===== src/rtl/owm_pkg.sv =====
package owm_pkg;
    localparam int A_CMD  = 0;
    localparam int A_DATA = 1;
    localparam int A_STAT = 2;
    localparam int A_IEN  = 3;

    localparam int F_PD   = 0;
    localparam int F_NONE = 1;
    localparam int F_TXE  = 2;
    localparam int F_RBF  = 3;
    localparam int F_RSF  = 5;
    localparam int E_POL  = 1;

    typedef enum logic [2:0] {
        S_IDLE,
        S_RST_LOW,
        S_RST_WAIT,
        S_SLOT,
        S_RECOVER
    } owm_state_e;
endpackage


===== src/rtl/owm_seq.sv =====
module owm_seq
    import owm_pkg::*;
#(
    parameter int DATA_W     = 8,
    parameter int RST_LOW_T  = 480,
    parameter int RST_HIGH_T = 625,
    parameter int PD_HIGH_T  = 60,
    parameter int PD_LOW_T   = 240,
    parameter int SLOT_T     = 60,
    parameter int LOW1_T     = 6,
    parameter int LOW0_T     = 60,
    parameter int SAMPLE_T   = 15,
    parameter int REC_T      = 5
) (
    input  logic              clk,
    input  logic              rst_n,
    input  logic              tick,
    input  logic              start_rst,
    input  logic              start_byte,
    input  logic [DATA_W-1:0] tx_byte,
    input  logic              dq_in,
    output logic              dq_oe,
    output logic              busy,
    output logic              rst_busy,
    output logic              pd_evt,
    output logic              pd_none,
    output logic              byte_done,
    output logic [DATA_W-1:0] rx_byte
);
    localparam int T_A   = (RST_LOW_T > RST_HIGH_T) ? RST_LOW_T : RST_HIGH_T;
    localparam int T_B   = (SLOT_T > REC_T) ? SLOT_T : REC_T;
    localparam int T_MAX = (T_A > T_B) ? T_A : T_B;
    localparam int CNT_W = $clog2(T_MAX + 1);
    localparam int BIT_W = (DATA_W > 1) ? $clog2(DATA_W) : 1;

    owm_state_e        state_q, state_d;
    logic [CNT_W-1:0]  cnt_q;
    logic [CNT_W-1:0]  limit;
    logic [BIT_W-1:0]  bit_q;
    logic [DATA_W-1:0] tx_q;
    logic [DATA_W-1:0] rx_q;
    logic              seen_q;
    logic              at_end;
    logic              in_win;
    logic              last_bit;

    always_comb begin
        unique case (state_q)
            S_RST_LOW:  limit = CNT_W'(RST_LOW_T - 1);
            S_RST_WAIT: limit = CNT_W'(RST_HIGH_T - 1);
            S_SLOT:     limit = CNT_W'(SLOT_T - 1);
            S_RECOVER:  limit = CNT_W'(REC_T - 1);
            default:    limit = '0;
        endcase
    end

    assign at_end   = tick && (cnt_q == limit);
    assign in_win   = (cnt_q >= CNT_W'(PD_HIGH_T)) && (cnt_q < CNT_W'(PD_HIGH_T + PD_LOW_T));
    assign last_bit = (bit_q == BIT_W'(DATA_W - 1));

    // next-state selection
    always_comb begin
        state_d = state_q;
        unique case (state_q)
            S_IDLE: begin
                if (start_rst)       state_d = S_RST_LOW;
                else if (start_byte) state_d = S_SLOT;
            end
            S_RST_LOW:  if (at_end) state_d = S_RST_WAIT;
            S_RST_WAIT: if (at_end) state_d = S_IDLE;
            S_SLOT:     if (at_end) state_d = S_RECOVER;
            S_RECOVER:  if (at_end) state_d = last_bit ? S_IDLE : S_SLOT;
            default:    state_d = S_IDLE;
        endcase
    end

    // state register
    always_ff @(posedge clk or negedge rst_n) begin
        if (!rst_n) state_q <= S_IDLE;
        else        state_q <= state_d;
    end

    // interval counter, bit index and shift data
    always_ff @(posedge clk or negedge rst_n) begin
        if (!rst_n) begin
            cnt_q  <= '0;
            bit_q  <= '0;
            tx_q   <= '0;
            rx_q   <= '0;
            seen_q <= 1'b0;
        end else begin
            if (state_d != state_q)
                cnt_q <= '0;
            else if (tick && state_q != S_IDLE)
                cnt_q <= cnt_q + 1'b1;

            if (state_q == S_IDLE && start_byte && !start_rst) begin
                bit_q <= '0;
                tx_q  <= tx_byte;
            end else if (state_q == S_RECOVER && state_d == S_SLOT) begin
                bit_q <= bit_q + 1'b1;
            end

            if (state_q == S_SLOT && tick && cnt_q == CNT_W'(SAMPLE_T))
                rx_q[bit_q] <= dq_in;

            if (state_q == S_IDLE && start_rst)
                seen_q <= 1'b0;
            else if (state_q == S_RST_WAIT && tick && in_win && !dq_in)
                seen_q <= 1'b1;
        end
    end

    // outputs decoded from state
    always_comb begin
        dq_oe     = 1'b0;
        busy      = 1'b1;
        rst_busy  = 1'b0;
        pd_evt    = 1'b0;
        byte_done = 1'b0;
        unique case (state_q)
            S_IDLE: busy = 1'b0;
            S_RST_LOW: begin
                dq_oe    = 1'b1;
                rst_busy = 1'b1;
            end
            S_RST_WAIT: begin
                rst_busy = 1'b1;
                pd_evt   = tick && (cnt_q == CNT_W'(PD_HIGH_T + PD_LOW_T - 1));
            end
            S_SLOT: dq_oe = tx_q[bit_q] ? (cnt_q < CNT_W'(LOW1_T)) : (cnt_q < CNT_W'(LOW0_T));
            S_RECOVER: byte_done = at_end && last_bit;
            default: busy = 1'b0;
        endcase
    end

    assign pd_none = ~(seen_q | ~dq_in);
    assign rx_byte = rx_q;
endmodule


===== src/rtl/owm_regs.sv =====
module owm_regs
    import owm_pkg::*;
#(
    parameter int ADDR_W = 3,
    parameter int DATA_W = 8
) (
    input  logic              clk,
    input  logic              rst_n,
    input  logic [ADDR_W-1:0] addr,
    input  logic              wr_en,
    input  logic [DATA_W-1:0] wr_data,
    input  logic              rd_en,
    input  logic              seq_busy,
    input  logic              rst_busy,
    input  logic              pd_evt,
    input  logic              pd_none,
    input  logic              byte_done,
    input  logic [DATA_W-1:0] rx_byte,
    output logic              start_rst,
    output logic              start_byte,
    output logic              search_en,
    output logic              irq_out,
    output logic [DATA_W-1:0] rd_data
);
    logic              pd_q, none_q, txe_q, rbf_q, rsf_q, search_q;
    logic [DATA_W-1:0] rxbuf_q, ien_q, stat;
    logic              stat_rd, data_rd, irq_act;

    assign stat_rd    = rd_en && (addr == ADDR_W'(A_STAT));
    assign data_rd    = rd_en && (addr == ADDR_W'(A_DATA));
    assign start_rst  = wr_en && (addr == ADDR_W'(A_CMD)) && wr_data[0] && !seq_busy;
    assign start_byte = wr_en && (addr == ADDR_W'(A_DATA)) && !seq_busy;

    always_ff @(posedge clk or negedge rst_n) begin
        if (!rst_n) begin
            pd_q     <= 1'b0;
            none_q   <= 1'b0;
            txe_q    <= 1'b0;
            rbf_q    <= 1'b0;
            rsf_q    <= 1'b0;
            search_q <= 1'b0;
            rxbuf_q  <= '0;
            ien_q    <= '0;
        end else begin
            pd_q  <= pd_evt    ? 1'b1 : (stat_rd ? 1'b0 : pd_q);
            txe_q <= byte_done ? 1'b1 : (stat_rd ? 1'b0 : txe_q);
            rsf_q <= byte_done ? 1'b1 : (stat_rd ? 1'b0 : rsf_q);
            rbf_q <= byte_done ? 1'b1 : (data_rd ? 1'b0 : rbf_q);
            if (pd_evt)    none_q  <= pd_none;
            if (byte_done) rxbuf_q <= rx_byte;
            if (wr_en && addr == ADDR_W'(A_CMD)) search_q <= wr_data[1];
            if (wr_en && addr == ADDR_W'(A_IEN)) ien_q    <= wr_data;
        end
    end

    always_comb begin
        stat         = '0;
        stat[F_PD]   = pd_q;
        stat[F_NONE] = none_q;
        stat[F_TXE]  = txe_q;
        stat[F_RBF]  = rbf_q;
        stat[F_RSF]  = rsf_q;
    end

    assign irq_act = (pd_q  & ien_q[F_PD])  | (txe_q & ien_q[F_TXE]) |
                     (rbf_q & ien_q[F_RBF]) | (rsf_q & ien_q[F_RSF]);
    assign irq_out   = ien_q[E_POL] ? irq_act : ~irq_act;
    assign search_en = search_q;

    always_comb begin
        rd_data = '0;
        unique case (addr)
            ADDR_W'(A_CMD): begin
                rd_data[0] = rst_busy;
                rd_data[1] = search_q;
            end
            ADDR_W'(A_DATA): rd_data = rxbuf_q;
            ADDR_W'(A_STAT): rd_data = stat;
            ADDR_W'(A_IEN):  rd_data = ien_q;
            default:         rd_data = '0;
        endcase
    end
endmodule


===== src/rtl/owm_master.sv =====
module owm_master
    import owm_pkg::*;
#(
    parameter int ADDR_W     = 3,
    parameter int DATA_W     = 8,
    parameter int RST_LOW_T  = 480,
    parameter int RST_HIGH_T = 625,
    parameter int PD_HIGH_T  = 60,
    parameter int PD_LOW_T   = 240,
    parameter int SLOT_T     = 60,
    parameter int LOW1_T     = 6,
    parameter int LOW0_T     = 60,
    parameter int SAMPLE_T   = 15,
    parameter int REC_T      = 5
) (
    input  logic              clk,
    input  logic              rst_n,
    input  logic              tick,
    input  logic [ADDR_W-1:0] addr,
    input  logic              wr_en,
    input  logic [DATA_W-1:0] wr_data,
    input  logic              rd_en,
    output logic [DATA_W-1:0] rd_data,
    input  logic              dq_in,
    output logic              dq_oe,
    output logic              irq_out,
    output logic              search_en
);
    logic              start_rst, start_byte;
    logic              seq_busy, rst_busy, pd_evt, pd_none, byte_done;
    logic [DATA_W-1:0] rx_byte;

    owm_regs #(
        .ADDR_W(ADDR_W),
        .DATA_W(DATA_W)
    ) u_regs (
        .clk       (clk),
        .rst_n     (rst_n),
        .addr      (addr),
        .wr_en     (wr_en),
        .wr_data   (wr_data),
        .rd_en     (rd_en),
        .seq_busy  (seq_busy),
        .rst_busy  (rst_busy),
        .pd_evt    (pd_evt),
        .pd_none   (pd_none),
        .byte_done (byte_done),
        .rx_byte   (rx_byte),
        .start_rst (start_rst),
        .start_byte(start_byte),
        .search_en (search_en),
        .irq_out   (irq_out),
        .rd_data   (rd_data)
    );

    owm_seq #(
        .DATA_W    (DATA_W),
        .RST_LOW_T (RST_LOW_T),
        .RST_HIGH_T(RST_HIGH_T),
        .PD_HIGH_T (PD_HIGH_T),
        .PD_LOW_T  (PD_LOW_T),
        .SLOT_T    (SLOT_T),
        .LOW1_T    (LOW1_T),
        .LOW0_T    (LOW0_T),
        .SAMPLE_T  (SAMPLE_T),
        .REC_T     (REC_T)
    ) u_seq (
        .clk       (clk),
        .rst_n     (rst_n),
        .tick      (tick),
        .start_rst (start_rst),
        .start_byte(start_byte),
        .tx_byte   (wr_data),
        .dq_in     (dq_in),
        .dq_oe     (dq_oe),
        .busy      (seq_busy),
        .rst_busy  (rst_busy),
        .pd_evt    (pd_evt),
        .pd_none   (pd_none),
        .byte_done (byte_done),
        .rx_byte   (rx_byte)
    );
endmodule


===== config.mk =====
export PLATFORM = sky130hd
export DESIGN_NAME = owm_master
export DESIGN_NICKNAME = d
export VERILOG_FILES = /design/src/rtl/owm_pkg.sv /design/src/rtl/owm_seq.sv /design/src/rtl/owm_regs.sv /design/src/rtl/owm_master.sv
export SDC_FILE = /design/constraint.sdc
export NUM_CORES = 1
export LEC_CHECK = 0
export BUFFER_PORTS_ARGS = -buffer_cell sky130_fd_sc_hd__buf_2
export CORE_MARGIN = 2
export CORE_UTILIZATION = 59
export CTS_CLUSTER_SIZE = 24
export DETAILED_ROUTE_END_ITERATION = 10
export GPL_TIMING_DRIVEN = 0
export PLACE_DENSITY = 0.79
export SLEW_MARGIN = 15
export SYNTH_ARGS = -nofsm -noshare
export SYNTH_HDL_FRONTEND = slang
export SYNTH_SLANG_ARGS = --single-unit

===== constraint.sdc =====
create_clock -name clk -period 3.6 [get_ports clk]
set_clock_uncertainty 0.15 [all_clocks]
set_input_delay 0.54 -clock clk [delete_from_list [all_inputs] [get_ports clk]]
set_output_delay 0.54 -clock clk [all_outputs]
set_load 0.1 [all_outputs]

==> impl_metrics.tcl, run 1 <==
set metrics [dict create \
    p_switching_mw 0.712 \
    slew_headroom_pct 35.8 \
    cellPowerDensity_nw_per_um2 525 \
    ys_top_cells_by_area "dfrtp_1 44%, mux2_2 8.0%, mux2_4 3.9%, nand2_1 3.9%, mux2i_1 3.6%" \
    cts_hold_buf 0 \
    area_growth_pct 9.79 \
    antenna_left 0 \
    grt_pass1_wl_um 11400 \
    final_common_cell "dfrtp_1" \
    post_drt_wl_per_cell_um 16.7 \
    gp_congestion 0.885 \
    drc 0 \
    dr.pass1.iters 5 \
    cap_violations 0 \
    io_pins 28 \
    dp_hpwl_um 4830 \
    async_flop_share_pct 100 \
    seq_power_share_pct 43.2 \
    yosysUniqueCellTypes 52 \
    yosys_warnings 0 \
    vdd_drop_max_v 0.000298 \
    drt_first_iter_violations 243 \
    h-tree-depth 2 \
    hp-class "primary input to asynchronous set/reset pin" \
    dieArea_um2 5840 \
    clockBufferDepth 2 \
    power.internal_mw 1.07 \
    die_x_um 76.4 \
    antenna_found_initial 0 \
    fin_tns_setup_ns 0 \
    synth_edf_count 0 \
    cts.repair.resized 0 \
    core_um2 5070 \
    synth_ff_type "dfrtp_1" \
    overflow 0 \
    cts_made_buffers 5 \
    reg2reg_from "u_seq.cnt_q[7]" \
    slew_viol_final 0 \
    die_h_um 76.4 \
    antenna_cells 0 \
    rsz0062_at_grt "false" \
    grtUsageTotal_pct 24.6 \
    finalInstanceArea_um2 3400 \
    clk_latency_ns 0.31 \
    p_sw_share_pct 39.9 \
    end_kind "primary output" \
    initial_utilization_pct 61.0 \
    place_area_um2 3310 \
    via_per_inst 5.96 \
    worst-path-max-fanout 10 \
    grt_pass1_vias 2275 \
    fin_nets 347 \
    cts.sinks 54 \
    path_class "flop to primary output" \
    vias 2366 \
    cts_tree "done" \
    power.leakage_nw 1.58 \
    ys_seq_area_share_pct 43.7 \
    period_share_pct 89.1 \
    p_comb_share_pct 37.9 \
    clock.fmax_mhz 312 \
    synth_top_area_share_pct 43.7 \
    final_cell_mix "54 x dfrtp_1, 32 x nand2_1, 28 x buf_2, 22 x mux2_2, 18 x nor2_1" \
    grt_max_degree 55 \
    post-route-min-period_ns 3.21 \
    syn_area_um2 3090 \
    post-cts-setup-buffers 0 \
    syn_nets 315 \
    syn_avg_cell_area_um2 10.5 \
    reg2regPathDepth 7 \
    setup_viol 0 \
    layout-drive-gt1-share_pct 23.9 \
    r2r_slack_ns 0.63 \
    cp-start-kind "flop" \
    yosysTopAreaCell "dfrtp_1" \
    r2r-end "u_seq.cnt_q[1]" \
    worst_slew_pin_slew_ns 0.963 \
    clockPowerShare_pct 18.8 \
    cp.arrival_ns 2.52 \
    crit_required_ns 2.91 \
    status "finished, final reports clean" \
    finalHoldViolCount 0 \
    placementRows 26 \
    drt-total-wl_um 6610 \
    ys_ff_latch 54 \
    io_buffers 25 \
    path_clk_slew_ns 0.10 \
    synth_cells 295 \
    cts-root-buf "clkbuf_8" \
]
==> synth_stat cells (all sizes together) (3+ instances only) <==
cell type  count
or3            3
mux2          35
dfrtp         54
nor3          15
inv            6
mux2i         11
xor2           7
nand3          6
or4b           3
a21oi          6
nand3b         8
nor2          18
buf            8
mux4           3
clkbuf        13
nand2         33
nand4b         3
nor4b          3
nor4           3
o21ai          7
nand2b         8
a31oi          3
nor2b          3
xnor2          6
ha             3
==> cells by family after synthesis <==
| group | Yosys count | synth area share (%) |
|---|---|---|
| buffers and inverters | 27 | 3.68 |
| multiplexers | 49 | 19.5 |
| AND/OR/NAND/NOR | 116 | 19.9 |
| flip-flops | 54 | 43.7 |
| adder cells (fa/ha/maj) | 3 | 1.21 |
| XOR/XNOR | 13 | 3.68 |
| AO/OA/AOI/OAI | 33 | 8.41 |
==> per-stage QoR <==
step	util, %	power (mW)	worst slack, ns	hold WS, ns	cells
after floorplan	-	1.30	0.0316	0.0944	295
after global placement	65.3	1.43	0.522	0.323	390
after detailed placement	65.3	1.45	0.405	0.337	390
after CTS	66.9	1.79	0.391	0.311	397
after global routing	66.9	1.89	0.0543	0.161	397
final	66.9	1.78	0.393	0.103	397
==> area by class of cell <==
class	count	area, um2
Fill cell	434	1680
Clock inverter	2	13.8
Multi-Input combinational cell	214	1630
Sequential cell	54	1350
Buffer	21	91.3
Timing Repair Buffer	25	128
Clock buffer	5	68.8
Inverter	6	22.5
Tap cell	70	87.6
==> state kept, by name (all words and copies together), names as in the netlist <==
name / cells
u_regs.rbf_q: 1
u_regs.none_q: 1
u_regs.search_en: 1
u_seq.tx_q: 8
u_regs.rxbuf_q: 8
u_regs.txe_q: 1
u_seq.seen_q: 1
u_seq.rx_byte: 8
u_regs.ien_q: 8
u_seq.cnt_q: 10
u_seq.state_q: 3
u_regs.pd_q: 1
u_seq.bit_q: 3
==> critical path, cell delays in order (launching register included) <==
cell	delay, ns
dfrtp_1	0.40
clkbuf_1	0.33
mux4_2	0.27
mux2i_1	0.09
a2111oi_0	0.44
a31oi_1	0.07
a21oi_1	0.16
buf_2	0.44
==> power groups by stage <==
| stage | clock network [mW] | logic [mW] | registers [mW] |
|---|---|---|---|
| after floorplan | 0 | 0.523 | 0.777 |
| after global placement | 0 | 0.651 | 0.775 |
| after detailed placement | 0 | 0.670 | 0.782 |
| after CTS | 0.350 | 0.672 | 0.770 |
| after global routing | 0.369 | 0.733 | 0.784 |
| final | 0.336 | 0.677 | 0.771 |
==> how the worst max path moves through the flow <==
stage / startpoint / depth (start not counted) / slack [ns] / endpoint
3_5_place_dp: addr[2] / 7 / 0.41 / u_seq.cnt_q[1]
5_1_grt: u_seq.cnt_q[7] / 7 / 0.05 / dq_oe
3_3_place_gp: addr[2] / 7 / 0.52 / u_seq.cnt_q[1]
6_report: u_seq.bit_q[1] / 7 / 0.39 / dq_oe
4_1_cts: u_seq.bit_q[1] / 7 / 0.39 / dq_oe
2_1_floorplan: u_seq.cnt_q[7] / 6 / 0.03 / dq_oe
==> per-layer routing <==
layer	vias to the layer above	wire (um)	GRT usage (%)
met5	-	0	0
met4	0	116	8.55
met3	15	310	3.32
met2	73	3030	37.3
met1	1157	3160	36.4
li1	1121	-	-
Power figures use the tool's default switching activity.
==> inputs of run 2 (changes only) <==
--- a/config.mk
+++ b/config.mk
@@ -7,11 +7,12 @@
 export LEC_CHECK = 0
 export BUFFER_PORTS_ARGS = -buffer_cell sky130_fd_sc_hd__buf_2
 export CORE_MARGIN = 2
-export CORE_UTILIZATION = 59
+export CORE_UTILIZATION = 62
+export CTS_BUF_LIST = sky130_fd_sc_hd__clkbuf_2 sky130_fd_sc_hd__clkbuf_4 sky130_fd_sc_hd__clkbuf_8
 export CTS_CLUSTER_SIZE = 24
 export DETAILED_ROUTE_END_ITERATION = 10
 export GPL_TIMING_DRIVEN = 0
-export PLACE_DENSITY = 0.79
+export PLACE_DENSITY = 0.83
 export SLEW_MARGIN = 15
 export SYNTH_ARGS = -nofsm -noshare
 export SYNTH_HDL_FRONTEND = slang
==> run 2 against run 1 <==
Clock power increased by 24%. Highest routed layer unchanged. Die area decreased by 4.6%. First-iteration DRC count decreased by 20%. Largest power group unchanged. Setup slack got worse by 0.10 ns. Global-route usage increased by 1.9 points. Combinational power decreased by 2%. Sequential share of layout area decreased by 0.35 points. Critical path depth unchanged. Hold slack got worse by 0.0058 ns.
==> impl_metrics.tcl, run 2 (synthesis gave the netlist of run 1 again) <==
set metrics [dict create \
    cap_violations 0 \
    cts-root-buf "clkbuf_8" \
    place_area_um2 3310 \
    clockBufferDepth 2 \
    drt-total-wl_um 6600 \
    power.leakage_nw 1.59 \
    dp_hpwl_um 4890 \
    cts.repair.resized 0 \
    dieArea_um2 5570 \
    die_h_um 74.6 \
    finalHoldViolCount 0 \
    overflow 0 \
    cts.sinks 54 \
    initial_utilization_pct 65.1 \
    slew_headroom_pct 39.8 \
    end_kind "primary output" \
    worstPathCellList "clkbuf_1 > mux4_2 > mux2i_1 > a2111oi_0 > a31oi_1 > a21oi_1 > buf_2" \
    grt_pass1_vias 2318 \
    worst_slew_pin_slew_ns 0.898 \
    final_cell_mix "54 x dfrtp_1, 32 x nand2_1, 28 x buf_2, 22 x mux2_2, 18 x nor2_1" \
    cts_tree "done" \
    post-route-min-period_ns 3.31 \
    crit_family "buffers and inverters" \
    fin_nets 347 \
    core_um2 4750 \
    rsz0062_at_grt "false" \
    antenna_left 0 \
    cts_hold_buf 0 \
    period_share_pct 91.9 \
    status "finished, final reports clean" \
    largest_reg_flops 10 \
    nFillCells 360 \
    antenna_cells 0 \
    final_common_cell "dfrtp_1" \
    fin_tns_setup_ns 0 \
    vias 2368 \
    finalInstanceArea_um2 3430 \
    slew_viol_final 0 \
    path_class "flop to primary output" \
    cellPowerDensity_nw_per_um2 540 \
    placementRows 25 \
    gp_congestion 0.921 \
    h-tree-depth 2 \
    io_pins 28 \
    layout-drive-gt1-share_pct 24.1 \
    io_buffers 25 \
    worst-path-max-fanout 10 \
    cp.arrival_ns 2.62 \
    dp.cells 387 \
    grtUsageTotal_pct 26.5 \
    p_total_mw 1.85 \
    drc 0 \
    top_register "u_seq.cnt_q" \
    cp_slowest_cell "buf_2" \
    grt_max_degree 55 \
    setup_viol 0 \
    final_util_pct 72.1 \
    dr.pass1.iters 5 \
    drt_first_iter_violations 194 \
    hp-class "primary input to asynchronous set/reset pin" \
    crit_required_ns 2.91 \
    area_growth_pct 10.8 \
    post-cts-setup-buffers 0 \
    multiInputGateArea_um2 1630 \
    path_buf_inv 2 \
    via_per_inst 5.99 \
    cts_made_buffers 5 \
    final_cell_count_no_fill 395 \
    clk_latency_ns 0.31 \
    clock.fmax_mhz 302 \
    post_drt_wl_per_cell_um 16.7 \
    ff_latch_area_um2 1350 \
    vdd_drop_max_v 0.000387 \
    fin_hold_ws_ns 0.0976 \
    cp-start-kind "flop" \
    antenna_found_initial 0 \
    pre_cts_slack_ns 0.489 \
    setup_slack_ns 0.293 \
    grt_pass1_wl_um 11000 \
    die_x_um 74.6 \
    cpPeakStageDelay_ns 0.45 \
    path_clk_slew_ns 0.10 \
]
run 2: report_power, final:
| part | internal (mW) | total, mW | switching, mW |
|---|---|---|---|
| clock network | 0.211 | 0.418 | 0.207 |
| registers | 0.701 | 0.771 | 0.0696 |
| logic | 0.236 | 0.662 | 0.426 |
run 2: layer usage:
layer | share of wire [%] | GRT usage (%) | vias to the layer above
met5 | 0 | 0 | -
met4 | 1.8 | 8.33 | 0
met3 | 4.3 | 4.69 | 13
met2 | 50 | 45.6 | 67
met1 | 44 | 34.3 | 1178
li1 | - | - | 1110
run 2: path summary, 6_finish.rpt:
| kind | start | endpoint | slack [ns] | cells after the start |
|---|---|---|---|---|
| max reg2reg | u_seq.state_q[2] | u_seq.cnt_q[1] | 0.65 | 7 |
| max | u_seq.bit_q[1] | dq_oe | 0.29 | 7 |
| max in group asynchronous | rst_n | u_seq.cnt_q[6] | 2.76 | 1 |
| min | rst_n | u_regs.pd_q | 0.1 | 1 |
| min in group clk | wr_data[6] | u_regs.ien_q[6] | 0.32 | 2 |
| min reg2reg | u_seq.rx_byte[5] | u_seq.rx_byte[5] | 0.36 | 1 |
run 2: worst register-to-register path: stages, from the launching register on:
cell	delay, ns
dfrtp_1	0.41
clkbuf_1	0.32
clkbuf_1	0.39
nor4_1	0.15
and2_1	0.19
clkbuf_1	0.23
a31oi_1	0.73
nor4b_1	0.30
run 2: final cells by class:
class | instances | area share [%]
multi-input cells | 214 | 47.7
flip-flops and latches | 54 | 39.4
repair buffers | 25 | 3.72
plain buffers | 21 | 2.67
well taps | 67 | 2.45
clock buffers | 5 | 2.01
clock inverters | 3 | 1.39
inverters | 6 | 0.657
==> inputs of run 3 (changes only) <==
--- a/config.mk
+++ b/config.mk
@@ -12,7 +12,8 @@
 export CTS_CLUSTER_SIZE = 24
 export DETAILED_ROUTE_END_ITERATION = 10
 export GPL_TIMING_DRIVEN = 0
-export PLACE_DENSITY = 0.83
+export PLACE_DENSITY = 0.8
+export RECOVER_POWER = 25
 export SLEW_MARGIN = 15
 export SYNTH_ARGS = -nofsm -noshare
 export SYNTH_HDL_FRONTEND = slang
==> run 3 against run 2 <==
The flow now finishes with violations (max-capacitance violations, max-slew violations). Non-clock buffer count is 1 higher. Utilization is 0.18 points lower. Clock power is 3% lower. Critical path type unchanged. Largest cell class unchanged. Largest power group unchanged. Highest routed layer unchanged.
==> impl_metrics.tcl, run 3 (synthesis gave the netlist of run 1 again) <==
set metrics [dict create \
    status "finished with violations" \
    violations "max-capacitance violations, max-slew violations" \
    drt-total-wl_um 6770 \
    drc 0 \
    path_class "flop to primary output" \
    end_kind "primary output" \
    initial_utilization_pct 65.1 \
    period_share_pct 93.9 \
    worst_slew_pin_slew_ns 1.85 \
    fin_tns_setup_ns 0 \
    largest_reg_flops 10 \
    cp-start-kind "flop" \
    slew_viol_final 37 \
    post-route-min-period_ns 3.38 \
    r2r_slack_ns 0.65 \
    area_growth_pct 10.5 \
    finalInstanceArea_um2 3420 \
    grt_max_degree 37 \
    crit_path_start "u_seq.bit_q[1]" \
    place_area_um2 3330 \
    drt_first_iter_violations 257 \
    h-tree-depth 2 \
    dp_hpwl_um 5020 \
    clock.fmax_mhz 296 \
    cts-root-buf "clkbuf_8" \
    cpPeakStageDelay_ns 0.49 \
    fin_nets 348 \
    cts_tree "done" \
    cap_violations 1 \
    via_per_inst 6.00 \
    clockBufferDepth 2 \
    cts_hold_buf 0 \
    dieArea_um2 5570 \
    grtUsageTotal_pct 26.9 \
    post-cts-setup-buffers 0 \
    final_common_cell "dfrtp_1" \
    grt_pass1_wl_um 11000 \
    cp.arrival_ns 2.69 \
    post_drt_wl_per_cell_um 17.1 \
    die_h_um 74.6 \
    crit_family "buffers and inverters" \
    io_pins 28 \
    r2r-end "u_seq.cnt_q[1]" \
    antenna_cells 0 \
    vdd_drop_max_v 0.000305 \
    power.leakage_nw 1.58 \
    core_um2 4750 \
    cts.sinks 54 \
    cp_slowest_cell "a2111oi_0" \
    reg2reg_from "u_seq.state_q[2]" \
    io_buffers 25 \
    antenna_found_initial 0 \
    cellPowerDensity_nw_per_um2 543 \
    gp_congestion 0.869 \
    finalHoldViolCount 0 \
    hp-class "primary input to asynchronous set/reset pin" \
    cts_made_buffers 5 \
    grt_pass1_vias 2190 \
    crit_required_ns 2.91 \
    placementRows 25 \
    final_cell_mix "54 x dfrtp_1, 32 x nand2_1, 28 x buf_2, 22 x mux2_2, 18 x nor2_1" \
    nFillCells 368 \
    die_x_um 74.6 \
    top_register "u_seq.cnt_q" \
    cts.repair.resized 0 \
    slew_headroom_pct -23.6 \
    dr.pass1.iters 5 \
    setup_viol 0 \
    final_util_pct 71.9 \
    worstPathCellList "clkbuf_1 > mux4_2 > mux2i_1 > a2111oi_0 > a31oi_1 > a21oi_1 > buf_2" \
    vias 2370 \
    reg2regPathDepth 7 \
    antenna_left 0 \
    rsz0062_at_grt "false" \
    path_clk_slew_ns 0.10 \
    clk_latency_ns 0.31 \
    overflow 0 \
    path_buf_inv 2 \
    worst-path-max-fanout 10 \
    layout-drive-gt1-share_pct 23.5 \
]
[run 3: cell type report]
| class | count | area [um2] | share of cell area [%] |
|---|---|---|---|
| multi-input cells | 214 | 1630 | 47.8 |
| flip-flops and latches | 54 | 1350 | 39.5 |
| repair buffers | 26 | 128 | 3.73 |
| plain buffers | 21 | 91.3 | 2.67 |
| well taps | 67 | 83.8 | 2.45 |
| clock buffers | 5 | 68.8 | 2.01 |
| clock inverters | 2 | 38.8 | 1.13 |
| inverters | 6 | 22.5 | 0.659 |
[run 3: power by group]
part	switching [mW]	internal [mW]
sequential	0.0697	0.701
combinational	0.441	0.236
clock	0.202	0.205
total	0.713	1.14
[run 3: layer usage]
| layer | track usage [%] | wire, um |
|---|---|---|
| met2 | 42.1 | 3110 |
| met5 | 0 | 0 |
| met4 | 7.94 | 116 |
| met1 | 38.9 | 3150 |
| met3 | 4.69 | 398 |
[run 3: worst max path at each step]
stage                          end  slack (ns)  depth (start not counted)
finish                       dq_oe        0.22                          7
floorplan                    dq_oe        0.03                          6
global placement    u_seq.cnt_q[1]        0.49                          7
CTS                          dq_oe        0.32                          7
global route                 dq_oe        0.06                          7
detailed placement  u_seq.cnt_q[1]        0.44                          7
[run 3: per-stage QoR]
stage | total power, mW | setup WS, ns | cells | hold slack, ns
floorplan | 1.30 | 0.0316 | 295 | 0.0944
global placement | 1.43 | 0.489 | 387 | 0.321
detailed placement | 1.46 | 0.443 | 388 | 0.329
CTS | 1.86 | 0.319 | 395 | 0.0210
global route | 1.95 | 0.0566 | 395 | 0.307
finish | 1.85 | 0.220 | 395 | 0.208
